$ cat config.mk
export PLATFORM = sky130hd
export DESIGN_NAME = lsc_pwm_leg
export DESIGN_NICKNAME = d
export VERILOG_FILES = /design/src/rtl/lsc_pwm_leg.sv
export SDC_FILE = /design/constraint.sdc
export NUM_CORES = 1
export LEC_CHECK = 0
export ABC_CLOCK_PERIOD_IN_PS = 6500
export BUFFER_PORTS_ARGS = -buffer_cell sky130_fd_sc_hd__clkbuf_2
export CAP_MARGIN = 5
export CORE_MARGIN = 2
export CORE_UTILIZATION = 40
export CTS_BUF_LIST = sky130_fd_sc_hd__clkbuf_4 sky130_fd_sc_hd__clkbuf_8 sky130_fd_sc_hd__clkbuf_16
export DETAILED_ROUTE_END_ITERATION = 16
export PLACE_DENSITY = 0.65
export SLEW_MARGIN = 10
export SYNTH_ARGS = -nofsm -noshare
export SYNTH_HDL_FRONTEND = slang
export SYNTH_SLANG_ARGS = --single-unit
$ cat constraint.sdc
create_clock -name clk -period 6.5 [get_ports clk]
set_input_delay 0.65 -clock clk [delete_from_list [all_inputs] [get_ports clk]]
set_output_delay 0.65 -clock clk [all_outputs]
set_load 0.005 [all_outputs]
$ cat src/rtl/lsc_pwm_leg.sv
module lsc_pwm_leg #(
  parameter int CW = 5
) (
  input  logic                 clk,
  input  logic                 rst_n,
  input  logic                 ce,
  input  logic [1:0]           mode_in,
  input  logic signed [CW+2:0] ref_in,
  output logic [7:0]           gate,
  output logic signed [2:0]    level
);
  localparam int RW = CW + 3;
  localparam int B = 1 << CW;
  localparam logic [CW:0] PMAX = '1;
  localparam logic [3:0] SW_POS = 4'b1001;
  localparam logic [3:0] SW_NEG = 4'b0110;
  localparam logic [3:0] SW_ZER = 4'b1010;

  logic [CW:0]          phase;
  logic signed [RW-1:0] ref_q;
  logic [1:0]           mode_q;
  logic [CW-1:0]        tri_up, tri_dn;
  logic [5:0]           above;
  logic [2:0]           n_act;
  logic signed [2:0]    lvl_d;
  logic [7:0]           gate_d;

  assign tri_up = phase[CW] ? ~phase[CW-1:0] : phase[CW-1:0];
  assign tri_dn = ~tri_up;

  for (genvar k = 0; k < 6; k++) begin : g_car
    localparam logic signed [RW-1:0] BASE = RW'((k - 3) * B);
    logic inv;
    logic signed [RW-1:0] car;
    assign inv = (mode_q == 2'd1 && k < 3) || (mode_q == 2'd2 && (k % 2) == 1);
    assign car = BASE + $signed({3'b000, inv ? tri_dn : tri_up});
    assign above[k] = ref_q > car;
  end

  assign n_act = 3'($countones(above));
  assign lvl_d = $signed(n_act - 3'd3);

  always_comb begin
    case (lvl_d)
      3'sd3:   gate_d = {SW_POS, SW_POS};
      3'sd2:   gate_d = {SW_ZER, SW_POS};
      3'sd1:   gate_d = {SW_POS, SW_ZER};
      -3'sd1:  gate_d = {SW_NEG, SW_ZER};
      -3'sd2:  gate_d = {SW_ZER, SW_NEG};
      -3'sd3:  gate_d = {SW_NEG, SW_NEG};
      default: gate_d = {SW_ZER, SW_ZER};
    endcase
  end

  always_ff @(posedge clk or negedge rst_n) begin
    if (!rst_n) begin
      phase  <= '0;
      ref_q  <= '0;
      mode_q <= 2'd0;
      level  <= '0;
      gate   <= {SW_ZER, SW_ZER};
    end else if (ce) begin
      phase <= phase + 1'b1;
      ref_q <= ref_in;
      if (phase == PMAX) mode_q <= mode_in;
      level <= lvl_d;
      gate  <= gate_d;
    end
  end

  function automatic int dig(input logic [3:0] g);
    return (g == SW_POS) ? 1 : (g == SW_NEG) ? -1 : 0;
  endfunction

  a_r1_phase_step: assert property (@(posedge clk) disable iff (!rst_n)
    ce |=> phase == $past(phase) + 1'b1);

  a_r5_level_range: assert property (@(posedge clk) disable iff (!rst_n)
    level != 3'sb100);

  a_r6_digits_sum: assert property (@(posedge clk) disable iff (!rst_n)
    (2 * dig(gate[3:0]) + dig(gate[7:4])) == int'(level));

  a_r7_no_shoot_through: assert property (@(posedge clk) disable iff (!rst_n)
    !(gate[0] && gate[1]) && !(gate[2] && gate[3]) &&
    !(gate[4] && gate[5]) && !(gate[6] && gate[7]));

  a_r8_hold_without_ce: assert property (@(posedge clk) disable iff (!rst_n)
    !ce |=> $stable(gate) && $stable(level) && $stable(phase));

  a_r9_mode_at_wrap: assert property (@(posedge clk) disable iff (!rst_n)
    !$stable(mode_q) |-> ($past(phase) == PMAX && $past(ce)));
endmodule

# Word level (Yosys, flattened, before mapping)
# Index checks and enable logic that the tools add are counted.
# Widths: inputs -> output; s select.
[word_totals]
regBits = 27
output_inout_bits = 11
[op_classes]
add_sub_neg = 12
order_cmp = 6
n_eq_ne = 9
muxes = 5
bitwise = 2
reduce_logical = 2
[ops]
columns = ["op", "n"]
rows = [
  ["$pmux 8 s6", 1],
  ["$gt 8x8->1", 4],
  ["$mux 5", 4],
  ["$not 5->5", 2],
  ["$eq 3x3->1 const B", 3],
  ["$add 7x5->8 const A", 1],
  ["$add 7x6->8 const A", 1],
  ["$add 8x6->8 const A", 1],
  ["$gt 8x6->1", 1],
  ["$gt 8x7->1", 1],
  ["$add 6x5->7 const A", 1],
  ["$add 6x6->7 const A", 1],
  ["$add 1x1->2", 3],
  ["$add 6x1->6 const B", 1],
  ["$eq 3x2->1 const B", 2],
  ["$eq 6x6->1 const B", 1],
  ["$add 2x2->3", 1],
  ["$add 3x2->3", 1],
  ["$eq 3x1->1 const B", 1],
  ["$sub 3x2->3 const B", 1],
  ["$eq 2x1->1 const B", 1],
  ["$eq 2x2->1 const B", 1],
  ["$reduce_and 2->1", 1],
  ["$logic_or 1x1->1", 1],
]

# Depth between registers and ports, before layout
# Gate-level depths: netlist of run 1.
[logic_depth]
depth_word = 12
mapped_depth = 17
mapped_depth_nobuf = 16

# Worst setup path after synthesis of run 1
# Ideal clock, no wire load.
[synth_path]
path_kind = "register to register"
start = "reg mode_q[1]"
end = "reg gate[3]"
arrival_ns = 3.861
required_ns = 6.423
setup_slack_ns = 2.562
path_stages_with_launch = 18
cell_sequence = "dfrtp_1 inv_1 ha_1 clkbuf_1 xnor2_1 ha_1 nand3_1 o21bai_1 a31oi_1 a21boi_0 ha_1 fa_1 inv_1 fa_1 fa_1 xor2_1 nand2_1 o21a_1"
[synth_between]
elab_chain_len = 11
[synth_lines]
columns = ["item", "line", "rtl"]
rows = [
  ["from (decl)", "21", "logic [1:0] mode_q;"],
  ["from (signal assigned)", "65", "if (phase == PMAX) mode_q <= mode_in;"],
  ["$eq 2x1->1 or $eq 2x2->1 (tied branches)", "--", ""],
  ["$logic_or 1x1->1", "35", "assign inv = (mode_q == 2'd1 && k < 3) || (mode_q == 2'd2 && (k % 2) == 1);"],
  ["$mux 5", "36", "assign car = BASE + $signed({3'b000, inv ? tri_dn : tri_up});"],
  ["$add 7x6->8", "36", ""],
  ["$gt 8x8->1", "37", "assign above[k] = ref_q > car;"],
  ["$add 1x1->2 (implied by the code)", "40", "assign n_act = 3'($countones(above));"],
  ["$add 2x2->3 (implied by the code)", "40", ""],
  ["$add 3x2->3 (implied by the code) (*)", "40", ""],
  ["$sub 3x2->3 (*)", "41", "assign lvl_d = $signed(n_act - 3'd3);"],
  ["named net lvl_d[1]", "25", "logic signed [2:0] lvl_d;"],
  ["$eq 3x3->1 (tied with other cells)", "44", "case (lvl_d)"],
  ["$pmux 8 s6 (*)", "44", ""],
  ["to (signal assigned)", "61", "gate <= {SW_ZER, SW_ZER};"],
  ["to (signal assigned)", "67", "gate <= gate_d;"],
  ["to (decl)", "9", "output logic [7:0] gate,"],
]
# Mark *: on every way through the listed nets, which the timed path passes. The rest lies on a longest branch.
# A chain may end at the register's enable or synchronous reset.

# Final worst setup path of run 1
[layout_path]
start = "reg phase[5]"
end = "reg gate[3]"
[layout_between]
elab_chain_len = 11
[layout_lines]
columns = ["item", "line", "rtl"]
rows = [
  ["from (decl)", "19", "logic [CW:0] phase;"],
  ["from (signal assigned)", "63", "phase <= phase + 1'b1;"],
  ["$mux 5 (*)", "28", "assign tri_up = phase[CW] ? ~phase[CW-1:0] : phase[CW-1:0];"],
  ["$not 5->5", "29", "assign tri_dn = ~tri_up;"],
  ["$mux 5", "36", ""],
  ["$add 8x6->8 (tied with other cells)", "36", ""],
  ["$gt 8x8->1 or $gt 8x7->1 (tied branches)", "37", ""],
  ["$add 1x1->2 (implied by the code)", "40", ""],
  ["$add 2x2->3 (implied by the code)", "40", ""],
  ["$add 3x2->3 (implied by the code) (*)", "40", ""],
  ["$sub 3x2->3 (*)", "41", ""],
  ["$eq 3x3->1 (tied with other cells)", "44", ""],
  ["$pmux 8 s6 (*)", "44", ""],
]
# Every way passes the cells marked *; elsewhere a longest branch is shown, timed or not.

==> results of run 1 <==
## power groups by stage
stage               Sequential, mW  Clock, mW  Combinational, mW
global placement             0.286          0              0.682
floorplan                    0.273          0              0.554
finish                       0.282     0.0947              0.699
CTS                          0.283     0.0987              0.705
detailed placement           0.286          0              0.698
global route                 0.293      0.104              0.813
## critical path, stage by stage, from the launching register on
cell	delay (ns)
dfrtp_1	0.48
ha_1	0.39
xnor2_1	0.15
ha_1	0.32
nand3_1	0.10
o21bai_1	0.18
a31oi_1	0.24
a21boi_0	0.13
ha_1	0.31
fa_1	0.53
inv_1	0.05
fa_1	0.43
fa_1	0.42
nor2_1	0.27
nand2_1	0.12
o21a_1	0.12
## sequential cells by signal, indices dropped and copies added, names as in the netlist
| name | count |
|---|---|
| level | 3 |
| phase | 6 |
| mode_q | 2 |
| gate | 8 |
| ref_q | 8 |
## per-layer routing
layer,up-vias,wire (um),share of wire,global-route usage
met2,22,1440,0.43,0.210
met3,4,110,0.033,0.0167
li1,646,-,-,-
met1,605,1700,0.52,0.212
met4,0,54,0.016,0.0608
met5,-,0,0,0
## synth_stat cells, types with 2 or more instances
| library cell | count | area [um^2] |
|---|---|---|
| a21o_1 | 3 | 22.5 |
| a21oi_1 | 5 | 25.0 |
| a31oi_1 | 2 | 12.5 |
| buf_2 | 2 | 10.0 |
| clkbuf_1 | 4 | 15.0 |
| dfrtp_1 | 23 | 576 |
| dfstp_2 | 4 | 105 |
| fa_1 | 3 | 60.1 |
| ha_1 | 25 | 313 |
| inv_1 | 16 | 60.1 |
| mux2_2 | 11 | 124 |
| nand2_1 | 9 | 33.8 |
| nand3_1 | 6 | 30.0 |
| nand4_1 | 3 | 18.8 |
| nand4b_1 | 2 | 17.5 |
| nor2_1 | 6 | 22.5 |
| nor2b_1 | 4 | 25.0 |
| o211ai_1 | 2 | 15.0 |
| o21a_1 | 4 | 30.0 |
| o21ai_0 | 7 | 35.0 |
| xnor2_1 | 17 | 149 |
| xor2_1 | 8 | 70.1 |
## area by class of cell
cell class	count	area (um^2)
clock inverter	1	5.00
inverter	16	60.1
sequential	27	681
tap	52	65.1
clock buffer	3	41.3
timing repair buffer	23	115
multi-input combinational	127	1080
fill	422	2370
## cell families (layout without fill, tap and decap cells)
kind of cell | after synthesis | count (layout) | share of synthesized area
adders and majority gates | 28 | 28 | 0.200
muxes | 11 | 11 | 0.0664
AOI/OAI and AO/OA | 29 | 29 | 0.100
buffers and inverters | 24 | 43 | 0.0557
xor gates and xnor gates | 25 | 25 | 0.117
and+or+nand+nor | 34 | 34 | 0.0953
DFF | 27 | 27 | 0.365
## per-stage QoR
| stage | utilization | instance area, um^2 | cells | setup slack, ns |
|---|---|---|---|---|
| global placement | 0.453 | 2000 | 245 | 2.39 |
| global route | 0.464 | 2050 | 249 | 1.99 |
| CTS | 0.464 | 2050 | 249 | 2.21 |
| floorplan | - | 1860 | 178 | 2.56 |
| finish | 0.464 | 2050 | 249 | 2.20 |
| detailed placement | 0.453 | 2000 | 245 | 2.26 |
## worst paths after layout
check,cells past startpoint,endpoint,slack (ns)
setup / recovery,15,gate[3]$_DFFE_PN1P_,2.20
hold / removal,1,gate[4]$_DFFE_PN0P_,0.38
setup reg to reg,15,gate[3]$_DFFE_PN1P_,2.20
hold reg to reg,2,gate[7]$_DFFE_PN1P_,0.49
max in group asynchronous,1,mode_q[0]$_DFFE_PN0P_,5.70
min in group clk,2,gate[7]$_DFFE_PN1P_,0.49
==> flow_summary.toml, run 1 <==
[status]
status = "complete, no violations"

[floorplan]
die-area_um2 = 5220
rows = 24
initial_core_util = 0.422
io-pin-count = 24
core_region_area_um2 = 4410
die_y_um = 72.3
die-width_um = 72.3

[detailed_routing]
vias = 1277
dr.pass1.iters = 5
drtAntennaViolNets = 0
postRouteWirelength_um = 3300
drcViolationCount = 0
drt-initial-drc-count = 35
wl_per_cell_um = 13.3
vias_per_cell = 5.13

[clock_network]
h-tree-depth = 1
insertion_delay_ns = 0.27
cts.clk_slew.worst_paths_ns = 0.09
cts_made_buffers = 3
cts_tree = "built"
cts_resized = 0
postCtsSetupRepairBufs = 0
cts.sinks = 27
cts_hold_buf = 0
clk_path_buf_depth = 2
clock_tree.root_cell = "clkbuf_8"

[timing]
whs_ns = 0.384
fin_crit_sh = 0.661
period_needed_ns = 4.30
slew_headroom = 0.570
final-hold-violation-count = 0
finalSetupViolations = 0
rsz0062_at_grt = "false"
fin_setup_tns_ns = 0
maxSlewViolCount = 0
fmax_ghz = 0.233
timing_worst_slew_pin_value_ns = 0.645
skew_ns = 0.00513

[synth]
syn_area_per_cell_um2 = 10.5
synthCells = 178
async_flop_share = 1.00
ys_dominant_reg_cell = "dfrtp_1"
syn_area_um2 = 1860
synth_fp_nets = 219
yosysUniqueCellTypes = 34
yosysWarningCount = 0
synth_edf_count = 0
ys_ff_latch = 27
ys_seq_area_frac = 0.365

[finish]
layout-drive-gt1-share = 0.218
nets = 239
area_growth_pct = 9.80
mostFrequentLayoutCells = "ha_1, dfrtp_1, clkbuf_2"
antennaDiodeCount = 0
layout_commonest_cell = "ha_1"

[worst_setup_path]
critPathRequiredTime_ns = 6.71
criticalPathCategory = "reg2reg"
arrival_ns = 4.51
reg2reg_from = "phase[5]$_DFFE_PN0P_"
end_kind = "flip-flop"
startpoint = "phase[5]$_DFFE_PN0P_"
path_max_fanout = 6
startpoint_type = "flip-flop"

[global_route]
gr-usage-all-layers = 0.143
first_global_vias = 1292
grt-ovfl-total = 0
grt_start_max_net_pins = 28
antenna_found_initial = 0
grt_pass1_wl_um = 5890

[power_and_ir_drop]
pwr-share-seq = 0.262
switchingPower_uw = 464
power.internal_uw = 612
clkPwrFrac = 0.088
power.total_mw = 1.08
powerDensity_nw_per_um2 = 526
combPwrFrac = 0.650
vdd_drop_max_mv = 0.201
swShare = 0.431
leakage_nw = 0.954

[place]
gp_congestion = 0.850
hpwl_um = 2620
io_buffer_count = 23

[worst_hold_path]
hold_class = "in2async"

[job]
maxCapViolations = 0
No activity file was read; power rests on OpenSTA's default activity.
==> run 2, diff against run 1 <==
--- a/config.mk
+++ b/config.mk
@@ -5,14 +5,15 @@
 export SDC_FILE = /design/constraint.sdc
 export NUM_CORES = 1
 export LEC_CHECK = 0
-export ABC_CLOCK_PERIOD_IN_PS = 6500
+export ABC_AREA = 1
+export ABC_CLOCK_PERIOD_IN_PS = 3900
 export BUFFER_PORTS_ARGS = -buffer_cell sky130_fd_sc_hd__clkbuf_2
 export CAP_MARGIN = 5
 export CORE_MARGIN = 2
 export CORE_UTILIZATION = 40
 export CTS_BUF_LIST = sky130_fd_sc_hd__clkbuf_4 sky130_fd_sc_hd__clkbuf_8 sky130_fd_sc_hd__clkbuf_16
 export DETAILED_ROUTE_END_ITERATION = 16
-export PLACE_DENSITY = 0.65
+export PLACE_DENSITY = 0.67
 export SLEW_MARGIN = 10
 export SYNTH_ARGS = -nofsm -noshare
 export SYNTH_HDL_FRONTEND = slang
==> constraint.sdc (replaced) <==
create_clock -name clk -period 3.9 [get_ports clk]
set_input_delay 0.39 -clock clk [delete_from_list [all_inputs] [get_ports clk]]
set_output_delay 0.39 -clock clk [all_outputs]
set_load 0.005 [all_outputs]
==> flow_summary.toml, run 2 <==
[job]
maxCapViolations = 0

[floorplan]
die-width_um = 75.4
die_y_um = 75.4
initial_core_util = 0.423
core_region_area_um2 = 4820
rows = 25
die-area_um2 = 5690
io-pin-count = 24

[worst_setup_path]
cp_slowest_stage_delay_ns = 0.57
startpoint_type = "flip-flop"
path_cells = "buf_4, ha_4, xnor2_1, ha_1, nand2_1, nor2_2, a21boi_2, o21ai_2, ha_4, fa_1, inv_2, fa_2, fa_2, or2_0, nand4_1, o21ai_1, inv_1"
crit-reg2reg-capture = "gate[3]$_DFFE_PN1P_"
arrival_ns = 4.07
ff2ff_path_depth = 17
crit_path_top_delay_cell = "fa_2"
r2r_setup_slack_ns = 0.05
criticalPathCategory = "reg2reg"
reg2reg_from = "phase[5]$_DFFE_PN0P_"
startpoint = "phase[5]$_DFFE_PN0P_"
critPathRequiredTime_ns = 4.12
path_max_fanout = 4
endpoint = "gate[3]$_DFFE_PN1P_"
end_kind = "flip-flop"

[timing]
timing_worst_slew_pin_value_ns = 0.674
maxSlewViolCount = 0
skew_ns = 0.00724
final-hold-violation-count = 0
slew_headroom = 0.551
finalSetupViolations = 0
fmax_ghz = 0.260
period_needed_ns = 3.85
fin_crit_sh = 0.986
rsz0062_at_grt = "true"
whs_ns = 0.133

[clock_network]
cts.clk_slew.worst_paths_ns = 0.10
clock_tree.root_cell = "clkbuf_8"
insertion_delay_ns = 0.28
cts_made_buffers = 3
cts.sinks = 27
cts_hold_buf = 0
h-tree-depth = 1
clk_path_buf_depth = 2
cts_tree = "built"

[detailed_routing]
dr.pass1.iters = 4
drcViolationCount = 0
postRouteWirelength_um = 3970
wl_per_cell_um = 11.6
drt-initial-drc-count = 50
vias_per_cell = 4.65
drtAntennaViolNets = 0
vias = 1587

[synth]
synth_common_cells = "nand2_1, ha_1, inv_1"
synth_most_common_cell = "nand2_1"
ys_seq_area_frac = 0.334
synth_edf_count = 0
synthCells = 241
ys_ff_latch = 27
ys_top_cells_by_area = "dfrtp_1, ha_1, nand2_1"
yosysUniqueCellTypes = 32
syn_area_um2 = 2040
syn_area_per_cell_um2 = 8.46
yosys.area.top_type = "dfrtp_1"
synth_fp_nets = 282
ys_dominant_reg_cell = "dfrtp_1"
async_flop_share = 1.00
yosysTopAreaCellShare = 0.282
yosysWarningCount = 0

[global_route]
grtUsageMet1 = 0.217
grt_start_max_net_pins = 28
grt_pass1_wl_um = 6800
use_met3 = 0.0159
busiest_layer = "met2"
antenna_found_initial = 0
first_global_vias = 1538
use_met2 = 0.252
gr-usage-all-layers = 0.153
grt-ovfl-total = 0

[place]
gp_congestion = 0.786
postPlaceCellArea_um2 = 2270
hpwl_um = 3050
io_buffer_count = 23

[power_and_ir_drop]
leakage_nw = 1.28
vdd_drop_max_mv = 0.446
powerDensity_nw_per_um2 = 812

[finish]
final_area_um2 = 2460
layout_commonest_cell = "nand2_1"
largestRegisters = "gate x8, ref_q x8, phase x6"
mostFrequentLayoutCells = "nand2_1, inv_1, clkbuf_2"
area_growth_pct = 20.6
fillers = 474
antennaDiodeCount = 0
nets = 316
layout-drive-gt1-share = 0.277

[worst_hold_path]
hold_class = "in2async"

[status]
status = "complete, no violations"
-- run 2: how the worst min path moves through the flow --
stage                                      end  start  cells past startpoint  slack, ns
after floorplan            gate[0]$_DFFE_PN0P_  rst_n                      0       0.09
after global placement    phase[2]$_DFFE_PN0P_  rst_n                      1       0.46
after detailed placement  phase[1]$_DFFE_PN0P_  rst_n                      1       0.46
after CTS                 phase[1]$_DFFE_PN0P_  rst_n                      1       0.16
after global routing      phase[2]$_DFFE_PN0P_  rst_n                      1       0.19
final                     ref_q[4]$_DFFE_PN0P_  rst_n                      1       0.13
-- run 2: where the power goes --
group          internal [mW]  switching (mW)
clock network         0.0717          0.0887
logic                  0.671           0.683
registers              0.384          0.0993
total                   1.13           0.871
-- run 2: kinds of logic after synthesis --
logic type	after synthesis	share of synthesized area
AND/OR/NAND/NOR	97	0.197
buffers and inverters	37	0.0761
AO/OA/AOI/OAI	28	0.0761
adder cells (fa/ha/maj)	28	0.183
flip-flops	27	0.334
XOR/XNOR	24	0.134
-- run 2: metal layers --
metal | vias to the layer above | wire [um] | share of wire
met4 | 0 | 45 | 0.011
met2 | 18 | 1900 | 0.48
li1 | 828 | - | -
met5 | - | 0 | 0
met3 | 5 | 76 | 0.019
met1 | 736 | 1940 | 0.49
-- run 2: critical path, delay by kind of cell (launching register included) --
family / cells / cell delay (ns)
adders and majority gates: 6 / 2.18
DFF: 1 / 0.46
AOI/OAI and AO/OA: 3 / 0.44
and+or+nand+nor: 4 / 0.38
buffers and inverters: 3 / 0.24
xor gates and xnor gates: 1 / 0.11
-- run 2: area by class of cell --
type / count / area [um^2] / area share
clock buffers: 3 / 41.3 / 0.0168
clock inverters: 1 / 5.00 / 0.00204
inverters: 29 / 109 / 0.0443
multi-input cells: 177 / 1300 / 0.529
flip-flops and latches: 27 / 682 / 0.277
well taps: 67 / 83.8 / 0.0341
repair buffers: 37 / 236 / 0.0962
-- run 2: timing repair --
item,in CTS,in global routing
gates resized for setup,7,14
pin swaps,12,12
setup endpoints to repair,4,7
buffers inserted,3,2
-- run 2: per-stage QoR --
stage / util / setup WS (ns) / TNS, ns / power (mW) / instances
finish: 0.510 / 0.0533 / 0 / 2.00 / 341
global route: 0.510 / -0.230 / -0.478 / 2.24 / 341
CTS: 0.491 / -0.00490 / -0.00490 / 1.93 / 339
detailed placement: 0.472 / -0.0943 / -0.168 / 1.70 / 332
global placement: 0.472 / -0.0151 / -0.0151 / 1.66 / 332
floorplan: - / 0.138 / 0 / 1.35 / 241
